--- config.mk ---
export PLATFORM = sky130hd
export DESIGN_NAME = pata_strobe_gen
export DESIGN_NICKNAME = d
export VERILOG_FILES = /design/src/rtl/pstb_pkg.sv /design/src/rtl/pstb_timing_reg.sv /design/src/rtl/pstb_sequencer.sv /design/src/rtl/pata_strobe_gen.sv
export SDC_FILE = /design/constraint.sdc
export NUM_CORES = 1
export LEC_CHECK = 0
export BUFFER_PORTS_ARGS = -buffer_cell sky130_fd_sc_hd__buf_2
export CELL_PAD_IN_SITES_DETAIL_PLACEMENT = 0
export CELL_PAD_IN_SITES_GLOBAL_PLACEMENT = 1
export CORE_ASPECT_RATIO = 0.75
export CORE_UTILIZATION = 40
export DETAILED_ROUTE_END_ITERATION = 8
export GPL_ROUTABILITY_DRIVEN = 1
export MAX_ROUTING_LAYER = met4
export PLACE_DENSITY_LB_ADDON = 0.1
export SYNTH_ARGS = -nofsm -noshare
export SYNTH_HDL_FRONTEND = slang
export SYNTH_SLANG_ARGS = --single-unit
--- constraint.sdc ---
create_clock -name clk -period 2.2 [get_ports clk]
set_clock_uncertainty 0.05 [all_clocks]
set_input_delay 0.55 -clock clk [delete_from_list [all_inputs] [get_ports clk]]
set_output_delay 0.55 -clock clk [all_outputs]
set_load 0.03 [all_outputs]
--- src/rtl/pstb_pkg.sv ---
package pstb_pkg;

  // Word width of the packed timing register.
  localparam int WORD_W = 32;

  typedef enum logic [1:0] {
    CLS_PIO   = 2'd0,
    CLS_MWDMA = 2'd1,
    CLS_UDMA  = 2'd2,
    CLS_NONE  = 2'd3
  } mode_class_e;

  // Phase counts for one kind of access, each stored as (clocks - 1).
  typedef struct packed {
    logic [2:0] setup;
    logic [4:0] active;
    logic [3:0] recov;
  } phase_t;

  // Bits that a masked update of the given class may replace.
  function automatic logic [WORD_W-1:0] class_mask(input logic [1:0] cls);
    case (cls)
      CLS_PIO:   return 32'hCFC3_FFFF;
      CLS_MWDMA: return 32'h31C0_01FF;
      CLS_UDMA:  return 32'h303C_0000;
      default:   return 32'h0000_0000;
    endcase
  endfunction

  function automatic logic [WORD_W-1:0] merge_word(input logic [WORD_W-1:0] old_w,
                                                  input logic [WORD_W-1:0] new_w,
                                                  input logic [WORD_W-1:0] msk);
    return (old_w & ~msk) | (new_w & msk);
  endfunction

  // Pick the field set for a data access or a task-file register access.
  function automatic phase_t pick_phase(input logic [WORD_W-1:0] w, input logic regacc);
    phase_t p;
    if (regacc) begin
      p.setup  = w[27:25];
      p.active = w[17:13];
      p.recov  = w[12:9];
    end else begin
      p.setup  = w[24:22];
      p.active = w[8:4];
      p.recov  = w[3:0];
    end
    return p;
  endfunction

endpackage

--- src/rtl/pstb_timing_reg.sv ---
module pstb_timing_reg
  import pstb_pkg::*;
#(
  parameter logic [WORD_W-1:0] RESET_WORD = '0
) (
  input  logic              clk,
  input  logic              rst_n,
  input  logic              cfg_wr,
  input  logic [1:0]        cfg_class,
  input  logic [WORD_W-1:0] cfg_wdata,
  output logic [WORD_W-1:0] word_o
);

  logic [WORD_W-1:0] upd_mask;
  assign upd_mask = class_mask(cfg_class);

  always_ff @(posedge clk or negedge rst_n) begin
    if (!rst_n)      word_o <= RESET_WORD;
    else if (cfg_wr) word_o <= merge_word(word_o, cfg_wdata, upd_mask);
  end

  // bits outside the mask of the last write did not move
  p_mask_keep_r2: assert property (@(posedge clk) disable iff (!rst_n)
    cfg_wr |=> (((word_o ^ $past(word_o)) & ~$past(upd_mask)) == '0));

  // the empty class leaves the word alone
  p_none_stable_r3: assert property (@(posedge clk) disable iff (!rst_n)
    (cfg_wr && cfg_class == 2'd3) |=> $stable(word_o));

endmodule

--- src/rtl/pstb_sequencer.sv ---
module pstb_sequencer
  import pstb_pkg::*;
#(
  parameter int CNT_W = 5,
  parameter int RUN_W = CNT_W + 1
) (
  input  logic              clk,
  input  logic              rst_n,
  input  logic [WORD_W-1:0] tword,
  input  logic              req_valid,
  input  logic              req_regacc,
  input  logic              req_write,
  output logic              req_ready,
  output logic              busy,
  output logic              done,
  output logic              rd_n,
  output logic              wr_n,
  output logic              bus_oe
);

  typedef enum logic [1:0] {ST_IDLE, ST_SETUP, ST_ACT, ST_REC} seq_st_e;

  seq_st_e          state;
  logic [CNT_W-1:0] cnt;
  logic             lat_regacc, lat_wr;
  logic [4:0]       lat_act;
  logic [3:0]       lat_rec;
  phase_t           nxt_ph;

  // Named events for the assertions
  logic accept, chain, strobe_low, cnt_zero;

  assign nxt_ph     = pick_phase(tword, req_regacc);
  assign cnt_zero   = (cnt == '0);
  assign done       = (state == ST_REC) && cnt_zero;
  assign busy       = (state != ST_IDLE);
  assign req_ready  = !busy || done;
  assign accept     = req_valid && req_ready;
  assign chain      = accept && done && (req_regacc == lat_regacc) && (req_write == lat_wr);
  assign strobe_low = (state == ST_ACT);
  assign rd_n       = !(strobe_low && !lat_wr);
  assign wr_n       = !(strobe_low && lat_wr);
  assign bus_oe     = busy && lat_wr;

  function automatic logic [CNT_W-1:0] ext(input logic [4:0] v);
    return CNT_W'(v);
  endfunction

  always_ff @(posedge clk or negedge rst_n) begin
    if (!rst_n) begin
      state      <= ST_IDLE;
      cnt        <= '0;
      lat_regacc <= 1'b0;
      lat_wr     <= 1'b0;
      lat_act    <= '0;
      lat_rec    <= '0;
    end else if (accept) begin
      lat_regacc <= req_regacc;
      lat_wr     <= req_write;
      lat_act    <= nxt_ph.active;
      lat_rec    <= nxt_ph.recov;
      if (chain) begin
        state <= ST_ACT;
        cnt   <= ext(nxt_ph.active);
      end else begin
        state <= ST_SETUP;
        cnt   <= ext({2'b00, nxt_ph.setup});
      end
    end else begin
      case (state)
        ST_SETUP: if (cnt_zero) begin state <= ST_ACT; cnt <= ext(lat_act); end
                  else cnt <= cnt - CNT_W'(1);
        ST_ACT:   if (cnt_zero) begin state <= ST_REC; cnt <= ext({1'b0, lat_rec}); end
                  else cnt <= cnt - CNT_W'(1);
        ST_REC:   if (cnt_zero) state <= ST_IDLE;
                  else cnt <= cnt - CNT_W'(1);
        default:  state <= ST_IDLE;
      endcase
    end
  end

  // Run-length of the low strobe, kept for the active-length check
  logic [RUN_W-1:0] low_run;
  always_ff @(posedge clk or negedge rst_n) begin
    if (!rst_n)          low_run <= '0;
    else if (strobe_low) low_run <= low_run + RUN_W'(1);
    else                 low_run <= '0;
  end

  // never both strobes low
  p_one_strobe_r6: assert property (@(posedge clk) disable iff (!rst_n)
    !(!rd_n && !wr_n));

  // a finished low phase lasted the latched field plus one
  p_active_len_r4: assert property (@(posedge clk) disable iff (!rst_n)
    ($past(strobe_low) && !strobe_low) |-> (low_run == RUN_W'(lat_act) + RUN_W'(1)));

  // done lasts one cycle only
  p_done_pulse_r7: assert property (@(posedge clk) disable iff (!rst_n)
    done |=> !done);

  // a chained request goes low on the next cycle
  p_chain_skip_r8: assert property (@(posedge clk) disable iff (!rst_n)
    chain |=> strobe_low);

  // a low write strobe always has the bus driven
  p_drive_on_write_r11: assert property (@(posedge clk) disable iff (!rst_n)
    !wr_n |-> bus_oe);

endmodule

--- src/rtl/pata_strobe_gen.sv ---
module pata_strobe_gen
  import pstb_pkg::*;
#(
  parameter int                CNT_W      = 5,
  parameter logic [WORD_W-1:0] RESET_WORD = '0
) (
  input  logic              clk,
  input  logic              rst_n,
  input  logic              cfg_wr,
  input  logic [1:0]        cfg_class,
  input  logic [WORD_W-1:0] cfg_wdata,
  output logic [WORD_W-1:0] cfg_rdata,
  input  logic              req_valid,
  input  logic              req_regacc,
  input  logic              req_write,
  output logic              req_ready,
  output logic              busy,
  output logic              done,
  output logic              rd_strobe_n,
  output logic              wr_strobe_n,
  output logic              bus_drive
);

  localparam int RUN_W = CNT_W + 1;

  logic [WORD_W-1:0] tword;

  pstb_timing_reg #(.RESET_WORD(RESET_WORD)) u_treg (
    .clk       (clk),
    .rst_n     (rst_n),
    .cfg_wr    (cfg_wr),
    .cfg_class (cfg_class),
    .cfg_wdata (cfg_wdata),
    .word_o    (tword)
  );

  pstb_sequencer #(.CNT_W(CNT_W), .RUN_W(RUN_W)) u_seq (
    .clk        (clk),
    .rst_n      (rst_n),
    .tword      (tword),
    .req_valid  (req_valid),
    .req_regacc (req_regacc),
    .req_write  (req_write),
    .req_ready  (req_ready),
    .busy       (busy),
    .done       (done),
    .rd_n       (rd_strobe_n),
    .wr_n       (wr_strobe_n),
    .bus_oe     (bus_drive)
  );

  assign cfg_rdata = tword;

  // strobes idle high whenever nothing is in flight
  p_idle_high_r1: assert property (@(posedge clk) disable iff (!rst_n)
    !busy |-> (rd_strobe_n && wr_strobe_n && !bus_drive));

endmodule

# Yosys cells after proc, flatten, opt, wreduce, memory -nomap -nowiden
# Cells that the tools add are included.
# totals
ff_bits	50
out_inout_bits	38
word_cells	56
# classes
add_sub_neg	1
eq_ne	11
muxes	14
bitwise	4
reduce_logical	19
# ops
cell	count
$pmux 32 s3	1
$and 32x32->32	2
$not 32->32	1
$or 32x32->32	1
$mux 5	5
$pmux 5 s3	1
$mux 12	1
$mux 2	5
$logic_and 1x1->1	8
$eq 2x2->1 const B	3
$ne 3x1->1 const B	2
$ne 3x2->1 const B	2
$pmux 2 s3	1
$logic_not 5->1	1
$sub 5x1->5 const B	1
$eq 2x1->1 const B	2
$logic_not 1->1	4
$reduce_bool 4->1	1
$reduce_and 3->1	1
$eq 1x1->1	2
$logic_not 2->1	1
$reduce_and 2->1	1
$reduce_bool 2->1	1
$logic_or 1x1->1	1

# Longest topological paths before layout
# Gate-level depths: netlist (run 1).
# depth
word_depth	9
ltp_mapped	7

# By module
# From an unflattened synthesis (run 1), not the netlist that was laid out.
# unflattened
cells_unflattened	227
hier_area_um2	2547.4
# modules_own_cells
mod	n_inst	cells_each	area_per_inst_um2	seq_area_each_um2
pstb_sequencer	1	149	1278.7	450.4
pstb_timing_reg	1	78	1268.7	800.8

# Least setup slack after synthesis (run 1)
# No wires, ideal clock.
# synth_path
kind	register to output
start	register u_seq.cnt[0]
end	output done
arrival_time_ps	1556
slack_ps	44
path_stages_with_launch	5
path_buffers	0
cell_sequence	dfrtp_1 inv_1 ha_1 or4b_4 nor2_1
# synth_via
elab_chain_cells	2
# synth_lines
element	line_no	text
from (decl)	pstb_sequencer.sv:24	logic [CNT_W-1:0] cnt;
from (signal assigned)	pstb_sequencer.sv:64	cnt <= ext(nxt_ph.active);
from (signal assigned)	pstb_sequencer.sv:67	cnt <= ext({2'b00, nxt_ph.setup});
from (signal assigned)	pstb_sequencer.sv:72	else cnt <= cnt - CNT_W'(1);
$logic_not 5->1	pstb_sequencer.sv:34	assign cnt_zero = (cnt == '0);
$logic_and 1x1->1	pstb_sequencer.sv:35	assign done = (state == ST_REC) && cnt_zero;
to (decl)	pata_strobe_gen.sv:18	output logic done,
# Every way passes these cells.

# Worst setup path after layout (run 1)
# Ends and elaborated chain as after synthesis.

==> impl_metrics.csv, run 1 <==
group,metric,value,unit
cts,clk_pin_slew_worst_paths,0.09,ns
die,fp.dieW,94.1,um
cells_and_area,finalNonFillerCells,381,
pwr,pwr_density_cell,1230,nW/um^2
place,place_congestion,0.855,
synth,syn_area_per_cell,11.9,um^2
synth,yosys.area_share.simple,8.56,%
pwr,ir_drop,0.473,mV
cells_and_area,multiInputGateArea,1220,um^2
place,place_inst,368,
cts,cts_buffer_depth,2,
synth,synthTopCellsByArea,"dfrtp_1 (49%), mux2_2 (19%), ha_1 (4.4%)",
die,initial_core_util,42.6,%
global_routing,antenna_found_initial,0,
die,dieArea,6690,um^2
global_routing,grt_first_pass_wirelength,9.21,mm
synth,synth_adder_area_share,4.43,%
cts,clk-insertion-delay-late,0.30,ns
critical_path,crit_type,"flop to primary output",
cells_and_area,fillCellCount,553,
synth,synth_cells,213,
cells_and_area,design_area,3220,um^2
synth,syn-num-nets,262,
pwr,p_leak,1.50,nW
critical_path,crit_chain,"inv_2, ha_4, or4b_4, nor2_4, buf_6",
route,firstDrtPassIters,4,
global_routing,grt_pass1_vias,1924,
synth,synth_compound_area_share,10.9,%
cts,cts_tree,"built",
cts,clockRootBuffer,"clkbuf_8",
global_routing,grt_max_degree,51,
sta,hold_slack,0.173,ns
route,drt_iter0_markers,122,
synth,ys.flop_type,"dfrtp_1",
critical_path,worstPathRequired,1.60,ns
status,status,"finished with violations",
cells_and_area,final_util,53.9,%
sta,min_period,2.24,ns
sta,final-setup-viol-count,1,
cells_and_area,antenna_cells,0,
status,failed_checks,"negative setup slack",
cells_and_area,drive_gt1_share,51.2,%
sta,fmax,447,MHz
critical_path,cp.arrival,1.64,ns
place,dp_hpwl,4.28,mm
critical_path,crit_path_max_fanout,3,
route,drt-total-wl,5.78,mm
synth,synth_xor_area_share,1.38,%
global_routing,track_usage,18.3,%
synth,async_flop_share,100,%
route,vias,1971,
synth,synth_top_family_by_area,"multiplexers",
cells_and_area,area_growth_syn_to_layout,26.5,%
sta,rsz0062_at_grt,"true",
critical_path,cp-start-kind,"flop",
cells_and_area,seqCellArea,1250,um^2
sta,slew_headroom,71.2,%
cts,numCtsBuffers,5,
synth,syn_area,2540,um^2
route,vias_per_cell,5.17,
worst_hold_path,hp-class,"primary input to asynchronous set/reset pin",
die,io_pins,78,
synth,ys_seq_elements,50,
place,placed_area,3060,um^2
synth,ys_seq_area_share,49.2,%
cts,postCtsHoldBufs,0,
die,die_h,71.1,um
route,wire_per_inst,15.2,um
sta,tightestPinTransition,0.432,ns
route,drcViolationCount,0,
synth,synth-edff-count,0,
cts,htree_levels,2,
cells_and_area,fin_nets,351,
synth,synth_top_area_share,49.2,%
critical_path,cpPeakStageDelay,0.48,ns
synth,ys_warn_count,0,
critical_path,critPathSlowestCell,"or4b_4",
synth,yosysUniqueCellTypes,42,
route,ant_nets,0,
flow_run,drv_cap,0,
place,io_buffers,77,
sta,timing.final.crit_share,102,%
critical_path,cp-end-kind,"primary output",
sta,fin_setup_tns,-0.0372,ns
die,rows,24,
die,core_area,5980,um^2
synth,yosysTopAreaCell,"dfrtp_1",
synth,muxShareOfSynthArea,21.8,%
cts,clock_sinks,50,
sta,worst_slack,-0.0372,ns
global_routing,grt_overflow,0,
sta,hold_viol_final,0,
sta,finalMaxSlewViolations,0,
## metal layers
| metal | wire length (um) | global-route usage (%) | share of wire [%] |
|---|---|---|---|
| met1 | 3000 | 27.3 | 52 |
| met2 | 2390 | 25.8 | 41 |
| met3 | 346 | 3.55 | 6.0 |
| met4 | 36 | 3.59 | 0.62 |
| met5 | 0 | - | 0 |
## cell families (layout without fill, tap and decap cells)
logic type	count (synthesis)	count (layout)
AND/OR/NAND/NOR	35	35
buffers and inverters	22	112
flip-flops	50	50
adder cells (fa/ha/maj)	9	9
XOR/XNOR	4	4
AO/OA/AOI/OAI	43	43
multiplexers	50	50
## timing repair
| item | CTS | global route |
|---|---|---|
| setup endpoints to repair | 2 | 2 |
| resized for setup | 5 | 7 |
| setup buffers | 3 | 2 |
| pin swaps | 2 | 2 |
## Yosys cell counts (2+ instances only)
cell type  instances
buf_2              3
o32ai_1            2
xnor2_1            3
mux2i_1            7
nand2_1           10
or3b_2             2
nand2b_1           4
inv_1             12
a21oi_1            7
nor2_1             5
mux2_2            43
o21ai_0           16
clkbuf_1           4
a32oi_1            3
dfrtp_1           50
a31oi_1            3
ha_1               9
nand4_1            5
o22ai_1            2
## critical path: cells and delay by family, from the launching register on
| kind | cells | cell delay [ns] |
|---|---|---|
| buf+inv | 2 | 0.22 |
| simple gates | 2 | 0.58 |
| fa+ha+maj | 1 | 0.14 |
| flops | 1 | 0.40 |
## power by group
part,internal (mW),switching (mW)
Sequential,1.21,0.228
Clock,0.225,0.305
Combinational,0.840,1.15
Total,2.27,1.68
## stage by stage
| step | worst slack, ns | power [mW] |
|---|---|---|
| final | -0.0372 | 3.95 |
| after global routing | -0.0789 | 4.22 |
| after CTS | -0.0546 | 3.90 |
| after detailed placement | 0.117 | 3.30 |
| after global placement | 0.136 | 3.29 |
| after floorplan | 0.0444 | 2.76 |
## cell usage in the layout, fill, tap and decap left out, types with 2 or more instances in the layout
cell / netlist / layout
buf_2: 3 / 75
dfrtp_1: 50 / 50
mux2_2: 43 / 43
o21ai_0: 16 / 16
buf_4: 0 / 14
inv_1: 12 / 10
nand2_1: 10 / 10
mux2i_1: 7 / 7
a21oi_1: 7 / 7
ha_1: 9 / 7
nand4_1: 5 / 5
clkbuf_8: 0 / 5
nand2b_1: 4 / 4
nor2_1: 5 / 4
xnor2_1: 3 / 3
a31oi_1: 3 / 3
a32oi_1: 3 / 3
nor2_4: 1 / 2
inv_2: 0 / 2
o22ai_1: 2 / 2
or3b_2: 2 / 2
o32ai_1: 2 / 2
## final timing paths
kind / start / endpoint / slack (ns) / depth (start not counted)
min in group clk: cfg_wdata[9] / flop / 0.42 / 2
worst max register to register: u_seq.cnt[0] / u_seq.cnt[3] / 0.12 / 8
worst min-delay path: rst_n / asynchronous set/reset pin / 0.17 / 2
worst min register to register: flop / flop / 0.46 / 1
max in group asynchronous: rst_n / asynchronous set/reset pin / 1.70 / 2
worst max-delay path: u_seq.cnt[0] / done / -0.04 / 5
## area by class of cell
class,instances,area share [%]
inverter,13,1.59
tap,78,3.03
multi-input combinational,141,37.9
timing repair buffer,91,15.9
sequential,50,38.9
clock inverter,2,0.428
clock buffer,6,2.26
Power figures use the tool's default switching activity.
==> run 2: changes to the inputs <==
- RECOVER_POWER: unset -> 50
- REMOVE_ABC_BUFFERS: unset -> 1
- SKIP_LAST_GASP: unset -> 1
==> run 2 against run 1 <==
The run still ends with negative setup slack left. Worst hold slack gained 0.15 ns. Sequential power is essentially flat. Via count shrank 1.9%. Critical path type unchanged. Largest power group unchanged.
==> impl_metrics.csv, run 2 (synthesized netlist as in run 1, its figures left out) <==
group,metric,value,unit
cts,htree_levels,2,
flow_run,drv_cap,0,
pwr,total_power,3.99,mW
critical_path,cp-end-kind,"primary output",
critical_path,cp.arrival,1.65,ns
cells_and_area,layout_commonest_cell,"buf_2",
critical_path,crit_cells,5,
place,io_buffers,77,
cells_and_area,final_util,53.8,%
place,place_inst,371,
cells_and_area,fin_nets,353,
cts,postCtsHoldBufs,0,
cts,cts_buffer_depth,2,
cells_and_area,seqCellArea,1250,um^2
cells_and_area,area_growth_syn_to_layout,26.4,%
route,drt-total-wl,5.74,mm
cts,clk_pin_slew_worst_paths,0.10,ns
sta,finalMaxSlewViolations,0,
cts,clk-insertion-delay-late,0.31,ns
route,firstDrtPassIters,4,
global_routing,grt_first_pass_wirelength,9.13,mm
die,initial_core_util,42.6,%
global_routing,grt_max_degree,20,
global_routing,antenna_found_initial,0,
critical_path,r2r-start,"u_seq.cnt[0]",
critical_path,r2r_end,"u_seq.lat_act[2]",
die,die_h,71.1,um
die,core_area,5980,um^2
route,ant_nets,0,
status,failed_checks,"negative setup slack",
global_routing,track_usage,18.4,%
pwr,p_leak,1.47,nW
critical_path,critPathSlowestCell,"or4b_4",
sta,slew_headroom,34.3,%
critical_path,cp_top_family,"simple AND/OR/NAND/NOR gates",
critical_path,rr_worst_depth,9,
global_routing,grt_pass1_vias,1849,
place,place_congestion,0.925,
critical_path,crit_type,"flop to primary output",
sta,final-setup-viol-count,1,
sta,hold_viol_final,0,
global_routing,grt_util_met3,4.19,%
global_routing,grt_overflow,0,
critical_path,crit_chain,"inv_2, ha_4, or4b_4, nor2_4, buf_6",
sta,fin_setup_tns,-0.0481,ns
cells_and_area,final_cell_mix,"buf_2 (64), dfrtp_1 (50), mux2_2 (43), o21ai_0 (16), buf_4 (14)",
critical_path,crit_path_max_fanout,2,
die,fp.dieW,94.1,um
route,wire_per_inst,15.0,um
cts,cts_tree,"built",
critical_path,cp-start-kind,"flop",
sta,min_period,2.25,ns
critical_path,rrSetupSlack,0.12,ns
critical_path,endpoint,"done",
cells_and_area,drive_gt1_share,47.9,%
route,drcViolationCount,0,
cts,clock_sinks,50,
place,dp_hpwl,4.42,mm
sta,timing.final.crit_share,102,%
die,io_pins,78,
cells_and_area,fillCellCount,556,
critical_path,setup.worst_path.start,"u_seq.cnt[0]",
global_routing,met2_usage,25.3,%
global_routing,met1_usage,27.6,%
critical_path,path_buf_inv,2,
die,rows,24,
global_routing,busiest_layer,"met1",
critical_path,worstPathRequired,1.60,ns
cells_and_area,finalNonFillerCells,383,
route,vias_per_cell,5.05,
pwr,ir_drop,0.409,mV
sta,rsz0062_at_grt,"true",
cells_and_area,antenna_cells,0,
die,dieArea,6690,um^2
sta,fmax,445,MHz
cells_and_area,multiInputGateArea,1220,um^2
cts,clockRootBuffer,"clkbuf_8",
route,vias,1933,
critical_path,cpPeakStageDelay,0.48,ns
worst_hold_path,hp-class,"primary input to asynchronous set/reset pin",
pwr,pwr_density_cell,1240,nW/um^2
sta,tightestPinTransition,0.986,ns
cts,numCtsBuffers,5,
status,status,"finished with violations",
route,drt_iter0_markers,92,
sta,worst_slack,-0.0481,ns
## run 2: changes by cell type in the layout (fill, tap and decap cells not counted)
cell	change
inv_8	+1
buf_12	-1
buf_2	-11
buf_6	+1
clkbuf_2	+1
inv_4	-1
clkbuf_1	+11
clkinv_4	+1
## run 2: metal layers
metal  share of wire [%]  vias up  routed length [um]
met4                0.26        0                  15
met1                  52      917                2990
met3                 6.6        2                 377
met5                   0        -                   0
li1                    -      948                   -
met2                  41       66                2350
## run 2: timing repair
action                     in CTS  in global routing
setup endpoints to repair       2                  2
setup buffers                   2                  2
pin swaps                       1                  2
hold endpoints to repair        0                  0
gates resized for setup         3                  8
## run 2: where the power goes
group          internal [mW]  total [mW]  switching [mW]
registers               1.21        1.41           0.203
clock network          0.236       0.562           0.326
logic                  0.846        2.02            1.17
total                   2.29        3.99            1.70
## run 2: worst min-delay path by stage
stage | to | slack [ns] | cells after the start
global placement | flop | 0.43 | 1
floorplan | asynchronous set/reset pin | 0.20 | 0
detailed placement | flop | 0.44 | 1
global route | asynchronous set/reset pin | 0.39 | 1
CTS | asynchronous set/reset pin | 0.11 | 1
finish | asynchronous set/reset pin | 0.32 | 1
## run 2: area by class of cell
cell class,instances,area share [%]
clock buffer,5,2.14
clock inverter,3,0.895
inverter,13,1.56
multi-input combinational,141,38.0
sequential,50,38.9
tap,78,3.04
timing repair buffer,93,15.5
## run 2: through the flow
stage                     setup WS (ns)  hold slack [ns]  area (um^2)
after CTS                       -0.0596            0.110         3190
after global routing            -0.0969            0.392         3210
final                           -0.0481            0.322         3210
after floorplan                  0.0444            0.204         2500
after global placement            0.194            0.434         3070
after detailed placement          0.178            0.438         3070
==> run 3: changes to the inputs <==
- RECOVER_POWER: 50 -> 100
==> run 3 against run 2 <==
The flow still finishes with violations (negative setup slack). Fmax is 0.13% lower. Register-to-register slack worse by 0.08 ns. Clock power hardly changed. Die area stayed put. Cell area is 1.2% lower. First-iteration DRC count is 15% lower. Critical path depth stayed put. Non-clock buffer count stayed put. Power is 0.88% lower. Routed wire length is 0.12% lower. Flip-flop and latch count stayed put.
==> impl_metrics.csv, run 3 (synthesized netlist as in run 1, its figures left out) <==
group,metric,value,unit
place,io_buffers,77,
place,place_congestion,0.925,
critical_path,setup.worst_path.start,"u_seq.cnt[0]",
cts,htree_levels,2,
sta,timing.final.crit_share,102,%
die,die_h,71.1,um
cells_and_area,drive_gt1_share,39.7,%
route,ant_nets,0,
cts,cts_buffer_depth,2,
cts,clock_sinks,50,
route,vias_per_cell,5.05,
global_routing,grt_overflow,0,
global_routing,grt_pass1_vias,1849,
sta,slew_headroom,34.9,%
cells_and_area,design_area,3180,um^2
pwr,ir_drop,0.405,mV
flow_run,drv_cap,0,
cells_and_area,finalNonFillerCells,383,
die,io_pins,78,
cts,numCtsBuffers,5,
status,status,"finished with violations",
die,fp.dieW,94.1,um
sta,rsz0062_at_grt,"true",
cells_and_area,final_util,53.1,%
cells_and_area,antenna_cells,0,
sta,min_period,2.25,ns
sta,hold_viol_final,0,
sta,final-setup-viol-count,1,
route,wire_per_inst,15.0,um
cts,cts_tree,"built",
critical_path,rrSetupSlack,0.04,ns
route,firstDrtPassIters,4,
critical_path,crit_path_max_fanout,2,
sta,tightestPinTransition,0.977,ns
die,core_area,5980,um^2
critical_path,r2r_end,"u_seq.lat_act[2]",
cells_and_area,layout_commonest_cell,"dfrtp_1",
critical_path,rr_worst_depth,9,
place,placed_area,3070,um^2
critical_path,cp.arrival,1.65,ns
die,rows,24,
place,preCtsSetupSlack,0.178,ns
pwr,pwr_density_cell,1250,nW/um^2
cts,clockRootBuffer,"clkbuf_8",
worst_hold_path,hp-class,"primary input to asynchronous set/reset pin",
critical_path,worstPathRequired,1.60,ns
global_routing,track_usage,18.4,%
global_routing,grt_first_pass_wirelength,9.13,mm
place,place_inst,371,
critical_path,cp-start-kind,"flop",
route,drt-total-wl,5.73,mm
pwr,p_leak,1.40,nW
cells_and_area,fin_nets,353,
critical_path,r2r-start,"u_seq.cnt[0]",
route,drcViolationCount,0,
cts,postCtsHoldBufs,0,
sta,fmax,444,MHz
cells_and_area,area_growth_syn_to_layout,24.8,%
route,vias,1933,
global_routing,antenna_found_initial,0,
cts,clk_pin_slew_worst_paths,0.10,ns
critical_path,cp-end-kind,"primary output",
place,dp_hpwl,4.42,mm
die,dieArea,6690,um^2
cts,clk-insertion-delay-late,0.31,ns
die,initial_core_util,42.6,%
route,drt_iter0_markers,78,
sta,finalMaxSlewViolations,0,
sta,worst_slack,-0.0510,ns
global_routing,grt_max_degree,20,
cells_and_area,final_cell_mix,"dfrtp_1 (50), mux2_2 (43), buf_2 (41), clkbuf_1 (37), o21ai_0 (16)",
status,failed_checks,"negative setup slack",
critical_path,crit_type,"flop to primary output",
-- run 3: changes by cell type in the layout (fill, tap and decap cells not counted), sizes merged --
cell    delta
buf       -27
clkbuf    +27
-- run 3: timing repair --
item                                    in CTS  in global routing
pin swaps                                    1                  2
endpoints found under the setup margin       2                  2
buffers inserted                             2                  2
gates resized for setup                      3                  8
-- run 3: how the worst max path moves through the flow --
stage | endpoint | slack [ns] | cells after the start
after global placement | done | 0.19 | 5
after CTS | done | -0.06 | 5
after floorplan | done | 0.04 | 4
after detailed placement | done | 0.18 | 5
after global routing | done | -0.1 | 5
final | done | -0.05 | 5
-- run 3: critical path, cell delays in order (launching register included) --
cell     delay [ns]
dfrtp_1        0.40
inv_2          0.09
ha_4           0.13
or4b_4         0.48
nor2_4         0.12
buf_6          0.13
-- run 3: routing by layer --
layer	track usage, %	part of all wire (%)	up-vias
met4	3.59	0.26	0
li1	-	-	949
met2	25.3	41	65
met1	27.6	52	917
met3	4.19	6.4	2
met5	-	0	-
-- run 3: power breakdown --
part	total, mW	switching [mW]	internal, mW
clock	0.563	0.327	0.236
combinational	1.98	1.17	0.812
sequential	1.41	0.206	1.21
-- run 3: area by class of cell --
cell class | instances | area, um^2
multi-input cells | 141 | 1220
well taps | 78 | 97.6
clock buffers | 5 | 68.8
inverters | 13 | 50.0
repair buffers | 93 | 459
clock inverters | 3 | 28.8
fillers | 561 | 2800
flip-flops and latches | 50 | 1250
-- run 3: per-stage QoR --
stage | total power, mW | setup TNS, ns | hold slack [ns]
after global placement | 3.34 | 0 | 0.434
after detailed placement | 3.34 | 0 | 0.438
final | 3.96 | -0.0510 | 0.318
after floorplan | 2.73 | 0 | 0.204
after global routing | 4.23 | -0.305 | 0.392
after CTS | 3.95 | -0.0596 | 0.110
